**config.mk**
```make
export PLATFORM = sky130hd
export DESIGN_NAME = vcap_pixel_capture
export DESIGN_NICKNAME = d
export VERILOG_FILES = /design/src/rtl/vcap_pkg.sv /design/src/rtl/vcap_sync.sv /design/src/rtl/vcap_sample_chain.sv /design/src/rtl/vcap_voter.sv /design/src/rtl/vcap_line_fsm.sv /design/src/rtl/vcap_pixel_capture.sv
export SDC_FILE = /design/constraint.sdc
export NUM_CORES = 1
export LEC_CHECK = 0
export ABC_CLOCK_PERIOD_IN_PS = 3150
export CAP_MARGIN = 10
export CELL_PAD_IN_SITES_DETAIL_PLACEMENT = 0
export CELL_PAD_IN_SITES_GLOBAL_PLACEMENT = 1
export CORE_UTILIZATION = 43
export DETAILED_ROUTE_END_ITERATION = 6
export PLACE_DENSITY_LB_ADDON = 0.1
export SLEW_MARGIN = 20
export SYNTH_ARGS = -nofsm -noshare
export SYNTH_HDL_FRONTEND = slang
export SYNTH_HIERARCHICAL = 1
export SYNTH_SLANG_ARGS = --single-unit
```
**constraint.sdc**
```tcl
create_clock -name clk -period 3.15 [get_ports clk]
set_clock_uncertainty 0.1 [all_clocks]
set_input_delay 0.63 -clock clk [delete_from_list [all_inputs] [get_ports clk]]
set_output_delay 0.63 -clock clk [all_outputs]
set_load 0.02 [all_outputs]
```
**src/rtl/vcap_pkg.sv**
```systemverilog
package vcap_pkg;

    // Line controller states
    typedef enum logic [1:0] {
        ST_WAIT_LINE = 2'd0,
        ST_CAPTURE   = 2'd1,
        ST_LINE_END  = 2'd2,
        ST_FRAME_END = 2'd3
    } cap_state_e;

    // Index of the edge-select bits inside the control word
    function automatic int hi_edge_bit(input int os);
        return os + 1;
    endfunction

    function automatic int lo_edge_bit(input int os);
        return os;
    endfunction

endpackage

```
**src/rtl/vcap_sync.sv**
```systemverilog
module vcap_sync #(
    parameter int NUM = 2
) (
    input  logic           clk,
    input  logic           rst_n,
    input  logic [NUM-1:0] async_in,
    output logic [NUM-1:0] rise
);

    // Per input: two synchronizing flops, then one history flop for edge detection
    for (genvar g = 0; g < NUM; g++) begin : g_sync
        logic [2:0] stg_q;

        always_ff @(posedge clk or negedge rst_n) begin
            if (!rst_n) begin
                stg_q <= '0;
            end else begin
                stg_q <= {stg_q[1:0], async_in[g]};
            end
        end

        assign rise[g] = stg_q[1] & ~stg_q[2];
    end

endmodule

```
**src/rtl/vcap_sample_chain.sv**
```systemverilog
module vcap_sample_chain #(
    parameter int OS = 4
) (
    input  logic          clk,
    input  logic          rst_n,
    input  logic          din,
    input  logic          sel_rise,
    output logic [OS-1:0] window
);

    // Bit 0 of each chain holds the newest sample
    logic [OS-1:0] rise_q;
    logic [OS-1:0] fall_q;

    always_ff @(posedge clk or negedge rst_n) begin
        if (!rst_n) begin
            rise_q <= '0;
        end else begin
            rise_q <= {rise_q[OS-2:0], din};
        end
    end

    always_ff @(negedge clk or negedge rst_n) begin
        if (!rst_n) begin
            fall_q <= '0;
        end else begin
            fall_q <= {fall_q[OS-2:0], din};
        end
    end

    assign window = sel_rise ? rise_q : fall_q;

endmodule

```
**src/rtl/vcap_voter.sv**
```systemverilog
module vcap_voter #(
    parameter int OS = 4
) (
    input  logic [OS-1:0] win,
    input  logic [OS-1:0] level_sel,
    output logic          bit_out
);

    localparam int CW = $clog2(OS + 1);

    logic [CW-1:0] ones;

    always_comb begin
        ones = '0;
        for (int i = 0; i < OS; i++) begin
            ones = ones + {{(CW-1){1'b0}}, win[i]};
        end
    end

    // A count of zero always gives 0; a count of k gives level_sel[k-1]
    always_comb begin
        bit_out = 1'b0;
        for (int k = 1; k <= OS; k++) begin
            if (ones == CW'(k)) begin
                bit_out = level_sel[k-1];
            end
        end
    end

endmodule

```
**src/rtl/vcap_line_fsm.sv**
```systemverilog
module vcap_line_fsm
    import vcap_pkg::*;
#(
    parameter int OS     = 4,
    parameter int PIX    = 512,
    parameter int ROWS   = 256,
    parameter int ADDR_W = 17
) (
    input  logic              clk,
    input  logic              rst_n,
    input  logic              hs_rise,
    input  logic              vs_rise,
    input  logic [1:0]        pix_bits,
    output cap_state_e        state_o,
    output logic              fb_we,
    output logic [ADDR_W-1:0] fb_addr,
    output logic [1:0]        fb_data
);

    localparam int PH_W  = $clog2(OS);
    localparam int COL_W = $clog2(PIX);
    localparam int ROW_W = $clog2(ROWS);

    cap_state_e        state_q, state_d;
    logic [PH_W-1:0]   phase_q;
    logic [COL_W-1:0]  col_q;
    logic [ROW_W-1:0]  row_q;
    logic [ADDR_W-1:0] base_q;

    logic last_phase, last_col, last_row;

    assign last_phase = (phase_q == PH_W'(OS - 1));
    assign last_col   = (col_q == COL_W'(PIX - 1));
    assign last_row   = (row_q == ROW_W'(ROWS - 1));
    assign state_o    = state_q;

    // Next-state logic
    always_comb begin
        state_d = state_q;
        if (vs_rise) begin
            state_d = ST_WAIT_LINE;
        end else if (hs_rise) begin
            unique case (state_q)
                ST_WAIT_LINE: state_d = ST_CAPTURE;
                ST_CAPTURE,
                ST_LINE_END:  state_d = last_row ? ST_FRAME_END : ST_CAPTURE;
                ST_FRAME_END: state_d = ST_FRAME_END;
            endcase
        end else if (state_q == ST_CAPTURE && last_phase && last_col) begin
            state_d = ST_LINE_END;
        end
    end

    // State register
    always_ff @(posedge clk or negedge rst_n) begin
        if (!rst_n) begin
            state_q <= ST_WAIT_LINE;
        end else begin
            state_q <= state_d;
        end
    end

    // Counters and frame-buffer outputs
    always_ff @(posedge clk or negedge rst_n) begin
        if (!rst_n) begin
            phase_q <= '0;
            col_q   <= '0;
            row_q   <= '0;
            base_q  <= '0;
            fb_we   <= 1'b0;
            fb_addr <= '0;
            fb_data <= '0;
        end else begin
            fb_we <= 1'b0;
            if (vs_rise) begin
                phase_q <= '0;
                col_q   <= '0;
                row_q   <= '0;
                base_q  <= '0;
            end else if (hs_rise) begin
                if (state_q != ST_FRAME_END) begin
                    phase_q <= '0;
                    col_q   <= '0;
                    if (state_q != ST_WAIT_LINE && !last_row) begin
                        row_q  <= row_q + ROW_W'(1);
                        base_q <= base_q + ADDR_W'(PIX);
                    end
                end
            end else if (state_q == ST_CAPTURE) begin
                if (last_phase) begin
                    phase_q <= '0;
                    if (!last_col) begin
                        col_q <= col_q + COL_W'(1);
                    end
                    fb_we   <= 1'b1;
                    fb_addr <= base_q + ADDR_W'(col_q);
                    fb_data <= pix_bits;
                end else begin
                    phase_q <= phase_q + PH_W'(1);
                end
            end
        end
    end

endmodule

```
**src/rtl/vcap_pixel_capture.sv**
```systemverilog
module vcap_pixel_capture
    import vcap_pkg::*;
#(
    parameter  int OS     = 4,
    parameter  int PIX    = 512,
    parameter  int ROWS   = 256,
    localparam int ADDR_W = $clog2(PIX * ROWS),
    localparam int CTRL_W = OS + 2
) (
    input  logic              clk,
    input  logic              rst_n,
    input  logic              hsync_in,
    input  logic              vsync_in,
    input  logic              vid_hi,
    input  logic              vid_lo,
    input  logic [CTRL_W-1:0] ctrl_word,
    output logic [ADDR_W-1:0] fb_addr,
    output logic [1:0]        fb_data,
    output logic              fb_we
);

    logic [1:0]    sync_rise;
    logic          hs_rise, vs_rise;
    logic [OS-1:0] hi_window, lo_window;
    logic          hi_bit, lo_bit;
    cap_state_e    fsm_state;

    vcap_sync #(.NUM(2)) u_sync (
        .clk      (clk),
        .rst_n    (rst_n),
        .async_in ({vsync_in, hsync_in}),
        .rise     (sync_rise)
    );

    assign hs_rise = sync_rise[0];
    assign vs_rise = sync_rise[1];

    vcap_sample_chain #(.OS(OS)) u_chain_hi (
        .clk      (clk),
        .rst_n    (rst_n),
        .din      (vid_hi),
        .sel_rise (ctrl_word[hi_edge_bit(OS)]),
        .window   (hi_window)
    );

    vcap_sample_chain #(.OS(OS)) u_chain_lo (
        .clk      (clk),
        .rst_n    (rst_n),
        .din      (vid_lo),
        .sel_rise (ctrl_word[lo_edge_bit(OS)]),
        .window   (lo_window)
    );

    vcap_voter #(.OS(OS)) u_vote_hi (
        .win       (hi_window),
        .level_sel (ctrl_word[OS-1:0]),
        .bit_out   (hi_bit)
    );

    vcap_voter #(.OS(OS)) u_vote_lo (
        .win       (lo_window),
        .level_sel (ctrl_word[OS-1:0]),
        .bit_out   (lo_bit)
    );

    vcap_line_fsm #(
        .OS     (OS),
        .PIX    (PIX),
        .ROWS   (ROWS),
        .ADDR_W (ADDR_W)
    ) u_fsm (
        .clk      (clk),
        .rst_n    (rst_n),
        .hs_rise  (hs_rise),
        .vs_rise  (vs_rise),
        .pix_bits ({hi_bit, lo_bit}),
        .state_o  (fsm_state),
        .fb_we    (fb_we),
        .fb_addr  (fb_addr),
        .fb_data  (fb_data)
    );

endmodule

```
== Word level (Yosys, flattened, before mapping) ==
Cells that the tools add are included.

* Add/subtract/negate cells: 11
* Equal/unequal tests: 17
* Mux-type cells: 38
* Bitwise logic cells: 6
* Reduce and logical (&&, ||, !) cells: 17

{| class="wikitable"
|+ Operators by type and width
! cell !! number
|-
| $mux W17 || 4
|-
| $mux W9 || 6
|-
| $mux W8 || 4
|-
| $mux W2 || 9
|-
| $add A17 B10 Y17 const B || 1
|-
| $add A17 B9 Y17 || 1
|-
| $add A3 B1 Y3 || 4
|-
| $eq A3 B2 Y1 const B || 4
|-
| $mux W1 || 12
|-
| $add A9 B1 Y9 const B || 1
|-
| $eq A9 B9 Y1 const B || 1
|-
| $reduce_bool A3 Y1 || 3
|-
| $add A8 B1 Y8 const B || 1
|-
| $eq A8 B8 Y1 const B || 1
|-
| $mux W4 || 2
|-
| $reduce_and A4 Y1 || 2
|-
| $reduce_bool A2 Y1 || 4
|-
| $eq A2 B2 Y1 const B || 3
|-
| $eq A3 B1 Y1 const B || 2
|-
| $eq A3 B3 Y1 const B || 2
|-
| $pmux W2 S3 || 1
|-
| $add A1 B1 Y2 || 2
|-
| $not A1 Y1 || 4
|-
| $logic_and A1 B1 Y1 || 3
|-
| 11 further kinds || 12
|}

* Register bits after elaboration: 80
* Output and inout port bits: 20

== Logic depth before layout (Yosys ltp) ==
Gate-level depths: netlist (run 1).

* Depth after elaboration: 9
* Gate-level depth with buffers: 9
* Depth with buffers taken out: 9

== By module ==
The synthesis (run 1) kept the hierarchy.

{| class="wikitable"
|+ Modules (own cells, without submodules)
! module !! times used !! cells an instance !! area each (µm²) !! sequential area each (µm²)
|-
| vcap_line_fsm || 1 || 199 || 2331.0 || 1226.2
|-
| vcap_sample_chain || 2 || 12 || 245.2 || 200.2
|-
| vcap_voter || 2 || 11 || 103.8 || 0.0
|-
| vcap_sync || 1 || 8 || 177.7 || 150.1
|}

==> results.json, run 1 <==
{
  "status": "complete, but fails checks",
  "violations": "negative setup slack",
  "drtAntennaViolNets": 0,
  "grt_pass1_wl_mm": 9.846,
  "reg2reg_from": "u_chain_lo/fall_q[1]",
  "cts_made_buffers": 9,
  "syn_area_mm2": 0.003207,
  "cts_setup_buffers": 0,
  "max_stage_delay_ns": 0.34,
  "criticalPathCategory": "flop to flop",
  "synth_enable_flop_cells": 0,
  "yosysUniqueCellTypes": 43,
  "final_cell_area_mm2": 0.003940,
  "yosysSeqAreaShare_pct": 55.40,
  "worst_slew_pin_slew_ns": 0.5879,
  "fp.dieH_um": 88.36,
  "drt_first_iter_violations": 67,
  "crit_fanout": 3,
  "start_util_pct": 44.45,
  "setup.worst_path.start": "u_chain_lo/fall_q[1]",
  "yosysMostFrequentCell": "dfrtp_1",
  "layout.cells.non_filler": 398,
  "synth.largest_area_cell": "dfrtp_1",
  "ios": 32,
  "worst_slack_ns": -0.6978,
  "place_area_mm2": 0.003690,
  "wl_per_cell_um": 14.58,
  "synthTopCellsByArea": "dfrtp_1 49%, mux2_2 9.8%, dfrtn_1 6.2%",
  "first_global_vias": 2025,
  "cp.arrival_ns": 3.97,
  "fillers": 668,
  "yosys_warnings": 6,
  "placedCellCount": 382,
  "htree_levels": 3,
  "synth_commonest_cells": "63 x dfrtp_1, 28 x mux2_2, 22 x nor2_1",
  "clockRootBuffer": "clkbuf_8",
  "clock_latency_ns": 0.34,
  "dr.pass1.iters": 4,
  "cts_buffer_depth": 2,
  "drcViolationCount": 0,
  "grt_max_degree": 28,
  "synthDominantCellAreaShare_pct": 49.16,
  "slew_headroom_pct": 60.45,
  "hold_viol_final": 0,
  "required_ns": 3.28,
  "port_buffers": 31,
  "layout-drive-gt1-share_pct": 23.41,
  "p_leak_nw": 1.810,
  "grt.total_usage_pct": 17.13,
  "cts_tree": "yes",
  "routabilityCongestion": 0.7202,
  "end_kind": "flop",
  "netlist_instances": 253,
  "ys_async_sr_fraction_pct": 100.0,
  "grt_setup_unrepaired": "yes",
  "drv_cap": 0,
  "fp.dieW_um": 88.36,
  "dieArea_mm2": 0.007807,
  "wl_mm": 5.804,
  "setup_viol": 2,
  "num_vias": 2065,
  "clkSinkCount": 71,
  "placeableCoreArea_mm2": 0.007214,
  "ir_drop_mv": 0.2920,
  "worstSetupStartpointType": "flop",
  "globalRouteOverflowTotal": 0,
  "cp_slowest_cell": "dfrtn_1",
  "holdCritPathClass": "input port to async pin",
  "ys_seq_elements": 71,
  "syn_to_final_growth_pct": 22.86,
  "synth_flop_cell": "dfrtp_1",
  "synth_area_per_cell_um2": 12.68,
  "synth_fp_nets": 280,
  "via_per_inst": 5.188,
  "dp_hpwl_mm": 3.999,
  "power.density_mw_per_mm2": 512.7,
  "slew_violations": 0,
  "placementRows": 31,
  "diodes": 0,
  "clkTransAtPathRegs_ns": 0.07,
  "fin_nets": 321,
  "crit_chain": "mux2_4, ha_4, inv_2, fa_2, inv_2, ha_4, mux2i_2, o311ai_2, mux2_4",
  "antenna_found_initial": 0
}
report_power, final:
group / leakage [nW] / switching, mW / total [mW] / internal, mW
clock: 0.110 / 0.322 / 0.788 / 0.466
sequential: 0.934 / 0.0300 / 0.983 / 0.953
combinational: 0.766 / 0.125 / 0.250 / 0.125
total: 1.81 / 0.476 / 2.02 / 1.54
worst max-delay path: cells and delay by family (launching register included):
kind | cells | cell delay, ns
DFF | 1 | 0.34
AOI/OAI and AO/OA | 1 | 0.09
muxes | 3 | 0.74
adders and majority gates | 3 | 0.79
buffers and inverters | 2 | 0.10
state kept, by name, summed over array words and instances (netlist names):
| name | count |
|---|---|
| u_chain_hi/fall_q | 4 |
| u_chain_hi/rise_q | 4 |
| u_chain_lo/fall_q | 4 |
| u_chain_lo/rise_q | 4 |
| u_fsm/base_q | 8 |
| u_fsm/col_q | 9 |
| u_fsm/fb_addr | 17 |
| u_fsm/fb_data | 2 |
| u_fsm/fb_we | 1 |
| u_fsm/phase_q | 2 |
| u_fsm/row_q | 8 |
| u_fsm/state_o | 2 |
| u_sync/g_sync.stg_q | 6 |
layout by cell type, fill, tap and decap left out, types with 5 or more instances in the layout:
| cell | instances |
|---|---|
| buf_4 | 8 |
| nand3_1 | 5 |
| clkbuf_8 | 10 |
| ha_1 | 10 |
| nand2_1 | 7 |
| dfrtn_1 | 8 |
| mux2_2 | 24 |
| nor2_1 | 22 |
| clkdlybuf4s50_1 | 30 |
| inv_1 | 9 |
| a21oi_1 | 5 |
| o211ai_1 | 6 |
| xor2_1 | 11 |
| dfrtp_1 | 63 |
routing by layer:
metal	GRT usage (%)	vias up	wire, um
met2	26.08	32	2821
met1	22.58	1035	2706
met3	5.970	9	194
li1	-	989	-
met4	6.598	0	82
met5	0	-	0
final timing paths:
path	endpoint	slack, ns	cells after the start
max in group asynchronous	u_chain_lo/fall_q[3]	1.04	1
worst min register to register	u_chain_hi/fall_q[1]	0.21	0
worst max register to register	u_fsm/fb_data[0]	-0.70	9
worst min-delay path	u_fsm/fb_addr[5]	0.11	1
worst max-delay path	u_fsm/fb_data[0]	-0.70	9
min in group clk	u_chain_hi/fall_q[1]	0.21	0
metrics by stage:
| stage | utilization, % | power (mW) | setup WS [ns] | TNS, ns | hold slack [ns] |
|---|---|---|---|---|---|
| floorplan | - | 1.150 | -0.6156 | -1.231 | 0.2101 |
| detailed placement | 51.14 | 1.239 | -0.7137 | -1.419 | 0.2203 |
| finish | 54.61 | 2.020 | -0.6978 | -1.378 | 0.1121 |
| global route | 54.61 | 2.120 | -0.7752 | -1.517 | 0.1303 |
| CTS | 54.51 | 2.053 | -0.6965 | -1.384 | 0.1121 |
| global placement | 51.14 | 1.232 | -0.6631 | -1.307 | 0.2124 |
cell families (layout without fill, tap and decap cells):
family / Yosys count / count (layout) / share of synthesized area, %
AOI/OAI and AO/OA: 31 / 31 / 7.921
and+or+nand+nor: 70 / 70 / 12.95
adders and majority gates: 15 / 15 / 6.321
buffers and inverters: 21 / 67 / 2.692
muxes: 34 / 34 / 11.71
xor gates and xnor gates: 11 / 11 / 3.004
DFF: 71 / 71 / 55.40
repair_timing:
action | CTS | global route
hold buffers | 0 | 0
resized for setup | 6 | 2
endpoints found under the setup margin | 2 | 2
cell type report:
class | count | area (um2) | share of cell area [%]
clock buffer | 12 | 145.1 | 3.684
clock inverter | 4 | 70.07 | 1.778
inverter | 12 | 45.04 | 1.143
multi-input combinational | 161 | 1414 | 35.88
sequential | 71 | 1777 | 45.09
tap | 99 | 123.9 | 3.144
timing repair buffer | 39 | 365.4 | 9.273
No activity file was read; power rests on OpenSTA's default activity.
==> run 2: changes to the inputs <==
--- a/config.mk
+++ b/config.mk
@@ -5,15 +5,13 @@
 export SDC_FILE = /design/constraint.sdc
 export NUM_CORES = 1
 export LEC_CHECK = 0
-export ABC_CLOCK_PERIOD_IN_PS = 3150
+export ABC_CLOCK_PERIOD_IN_PS = 4100
 export CAP_MARGIN = 10
 export CELL_PAD_IN_SITES_DETAIL_PLACEMENT = 0
 export CELL_PAD_IN_SITES_GLOBAL_PLACEMENT = 1
 export CORE_UTILIZATION = 43
 export DETAILED_ROUTE_END_ITERATION = 6
 export PLACE_DENSITY_LB_ADDON = 0.1
-export SLEW_MARGIN = 20
 export SYNTH_ARGS = -nofsm -noshare
 export SYNTH_HDL_FRONTEND = slang
-export SYNTH_HIERARCHICAL = 1
 export SYNTH_SLANG_ARGS = --single-unit
==> constraint.sdc (replaced) <==
create_clock -name clk -period 4.1 [get_ports clk]
set_clock_uncertainty 0.1 [all_clocks]
set_input_delay 0.82 -clock clk [delete_from_list [all_inputs] [get_ports clk]]
set_output_delay 0.82 -clock clk [all_outputs]
set_load 0.02 [all_outputs]
==> results.json, run 2 <==
{
  "status": "complete, but fails checks",
  "violations": "negative setup slack",
  "port_buffers": 31,
  "wl_mm": 6.178,
  "holdCritPathClass": "flop to flop",
  "via_per_inst": 5.147,
  "final_cell_mix": "63 x dfrtp_1, 30 x nor2_1, 30 x clkdlybuf4s50_1",
  "criticalPathCategory": "flop to flop",
  "placementRows": 31,
  "cts_buffer_depth": 2,
  "utilization_pct": 54.51,
  "fin_nets": 360,
  "fp.dieW_um": 89.61,
  "grt_pass1_wl_mm": 10.39,
  "ios": 32,
  "drtAntennaViolNets": 0,
  "diodes": 0,
  "clock_latency_ns": 0.34,
  "synth.largest_area_cell": "dfrtp_1",
  "max_stage_delay_ns": 0.34,
  "synth_area_per_cell_um2": 11.27,
  "globalRouteOverflowTotal": 0,
  "layout-drive-gt1-share_pct": 15.13,
  "p_leak_nw": 1.731,
  "htree_levels": 3,
  "end_kind": "flop",
  "synth_commonest_cells": "63 x dfrtp_1, 30 x nor2_1, 22 x a21oi_1",
  "drcViolationCount": 0,
  "clkTransAtPathRegs_ns": 0.07,
  "slew_violations": 0,
  "yosysSeqAreaShare_pct": 53.83,
  "antenna_found_initial": 0,
  "ys_seq_elements": 71,
  "yosys_warnings": 0,
  "placeableCoreArea_mm2": 0.007331,
  "ys_async_sr_fraction_pct": 100.0,
  "clkSinkCount": 71,
  "crit_family": "adder cells",
  "ir_drop_mv": 0.2034,
  "multi_input_area_mm2": 0.001525,
  "fillers": 646,
  "clockRootBuffer": "clkbuf_8",
  "regMostFlops": "u_fsm.fb_addr",
  "power.density_mw_per_mm2": 431.5,
  "dieArea_mm2": 0.008030,
  "worst_slew_pin_slew_ns": 0.6324,
  "wl_per_cell_um": 14.17,
  "cts_tree": "yes",
  "dp_hpwl_mm": 4.365,
  "worstSetupStartpointType": "flop",
  "synth_enable_flop_cells": 0,
  "synthTopCellsByArea": "dfrtp_1 48%, dfrtn_1 6.1%, ha_1 5.3%",
  "crit_chain": "mux2_4, ha_4, inv_2, fa_2, inv_2, ha_4, mux2i_1, nor3_1, a21oi_1, a21oi_1",
  "dr.pass1.iters": 4,
  "grt_setup_unrepaired": "yes",
  "syn_area_mm2": 0.003301,
  "start_util_pct": 45.02,
  "crit_fanout": 3,
  "largest_register_ffs": 17,
  "syn_to_final_growth_pct": 21.08,
  "routabilityCongestion": 0.7171,
  "num_vias": 2244,
  "synthDominantCellAreaShare_pct": 47.76,
  "cp_slowest_cell": "dfrtn_1",
  "total_power_mw": 1.725,
  "setup_viol": 2,
  "synth_flop_cell": "dfrtp_1",
  "yosysUniqueCellTypes": 45,
  "largestRegisters": "u_fsm.fb_addr (17), u_fsm.col_q (9)",
  "drv_cap": 0,
  "synth_fp_nets": 321,
  "first_global_vias": 2147,
  "grt.total_usage_pct": 17.38,
  "hold_viol_final": 0,
  "critPathBufInv": 2,
  "cts_made_buffers": 9,
  "cp.arrival_ns": 4.38,
  "fp.dieH_um": 89.61,
  "slew_headroom_pct": 57.76,
  "required_ns": 4.27,
  "netlist_instances": 293,
  "regArea_mm2": 0.001777,
  "worst_slack_ns": -0.1156,
  "final_common_cell": "dfrtp_1",
  "drt_first_iter_violations": 103,
  "yosysMostFrequentCell": "dfrtp_1",
  "grt_max_degree": 36
}
run 2: cell count changes after synthesis, sizes merged, moves of 4 or more:
cell	before	now
or3	2	7
clkbuf	8	3
nand2	7	19
o21ai	3	12
mux2	28	14
nand3	5	10
nor2	22	30
a21oi	5	22
inv	12	8
buf	1	6
xnor2	0	8
run 2: final timing paths:
kind | start | end | slack, ns | cells after the start
setup / recovery | u_chain_hi.fall_q[0] | u_fsm.fb_data[1] | -0.12 | 10
hold / removal | u_chain_hi.fall_q[2] | u_chain_hi.fall_q[3] | 0.22 | 0
setup reg to reg | u_chain_hi.fall_q[0] | u_fsm.fb_data[1] | -0.12 | 10
hold reg to reg | u_chain_hi.fall_q[2] | u_chain_hi.fall_q[3] | 0.22 | 0
max in group asynchronous | rst_n | u_chain_hi.fall_q[0] | 1.44 | 1
min in group asynchronous | rst_n | u_chain_lo.rise_q[1] | 0.25 | 1
run 2: logic make-up (layout without fill, tap and decap cells):
logic type / Yosys count / after routing / synth area share (%)
AND/OR/NAND/NOR: 101 / 101 / 16.45
flip-flops: 71 / 71 / 53.83
AO/OA/AOI/OAI: 46 / 46 / 8.681
multiplexers: 23 / 23 / 7.506
XOR/XNOR: 18 / 18 / 4.776
buffers and inverters: 17 / 61 / 2.123
adder cells (fa/ha/maj): 16 / 16 / 6.520
other: 1 / 1 / 0.1136
run 2: routing by layer:
layer / wire length (um) / vias up / global-route usage [%]
met5: 0 / - / 0
met4: 85 / 0 / 5.628
met3: 200 / 8 / 4.936
met2: 2690 / 37 / 25.96
met1: 3202 / 1082 / 24.41
li1: - / 1117 / -
run 2: power by group:
| group | internal, mW | switching [mW] | total (mW) |
|---|---|---|---|
| combinational | 0.178 | 0.181 | 0.358 |
| sequential | 0.775 | 0.0465 | 0.821 |
| clock | 0.295 | 0.250 | 0.545 |
| total | 1.25 | 0.477 | 1.72 |
run 2: area by class of cell:
type                            instances  area share (%)
Tap cell                               99           3.100
Clock inverter                          4           1.127
Sequential cell                        71           44.46
Clock buffer                           12           3.632
Multi-Input combinational cell        205           38.17
Inverter                                8          0.7514
Timing Repair Buffer                   37           8.766
run 2: what timing repair did:
action	4_1_cts	5_1_grt
resized for setup	3	4
setup endpoints to repair	2	2
hold buffers	0	0
pin swaps	2	1
buffers inserted	0	1
cloned	0	0
run 2: through the flow:
step	hold slack, ns	TNS (ns)	setup slack [ns]	instance area [um2]	std cells
floorplan	0.2101	-0.005710	-0.003465	3331	293
global placement	0.2129	-0.1015	-0.06028	3762	419
detailed placement	0.2241	-0.2841	-0.1457	3762	419
CTS	0.2242	-0.2352	-0.1359	3969	435
global route	0.2282	-0.3774	-0.2067	3996	436
finish	0.2228	-0.2100	-0.1156	3996	436
==> run 3: changes to the inputs <==
--- a/config.mk
+++ b/config.mk
@@ -11,6 +11,7 @@
 export CELL_PAD_IN_SITES_GLOBAL_PLACEMENT = 1
 export CORE_UTILIZATION = 43
 export DETAILED_ROUTE_END_ITERATION = 6
+export GPL_ROUTABILITY_DRIVEN = 0
 export PLACE_DENSITY_LB_ADDON = 0.1
 export SYNTH_ARGS = -nofsm -noshare
 export SYNTH_HDL_FRONTEND = slang
==> results of run 3 <==
Same layout as run 2: the final DEF is identical, and so are final timing and power.
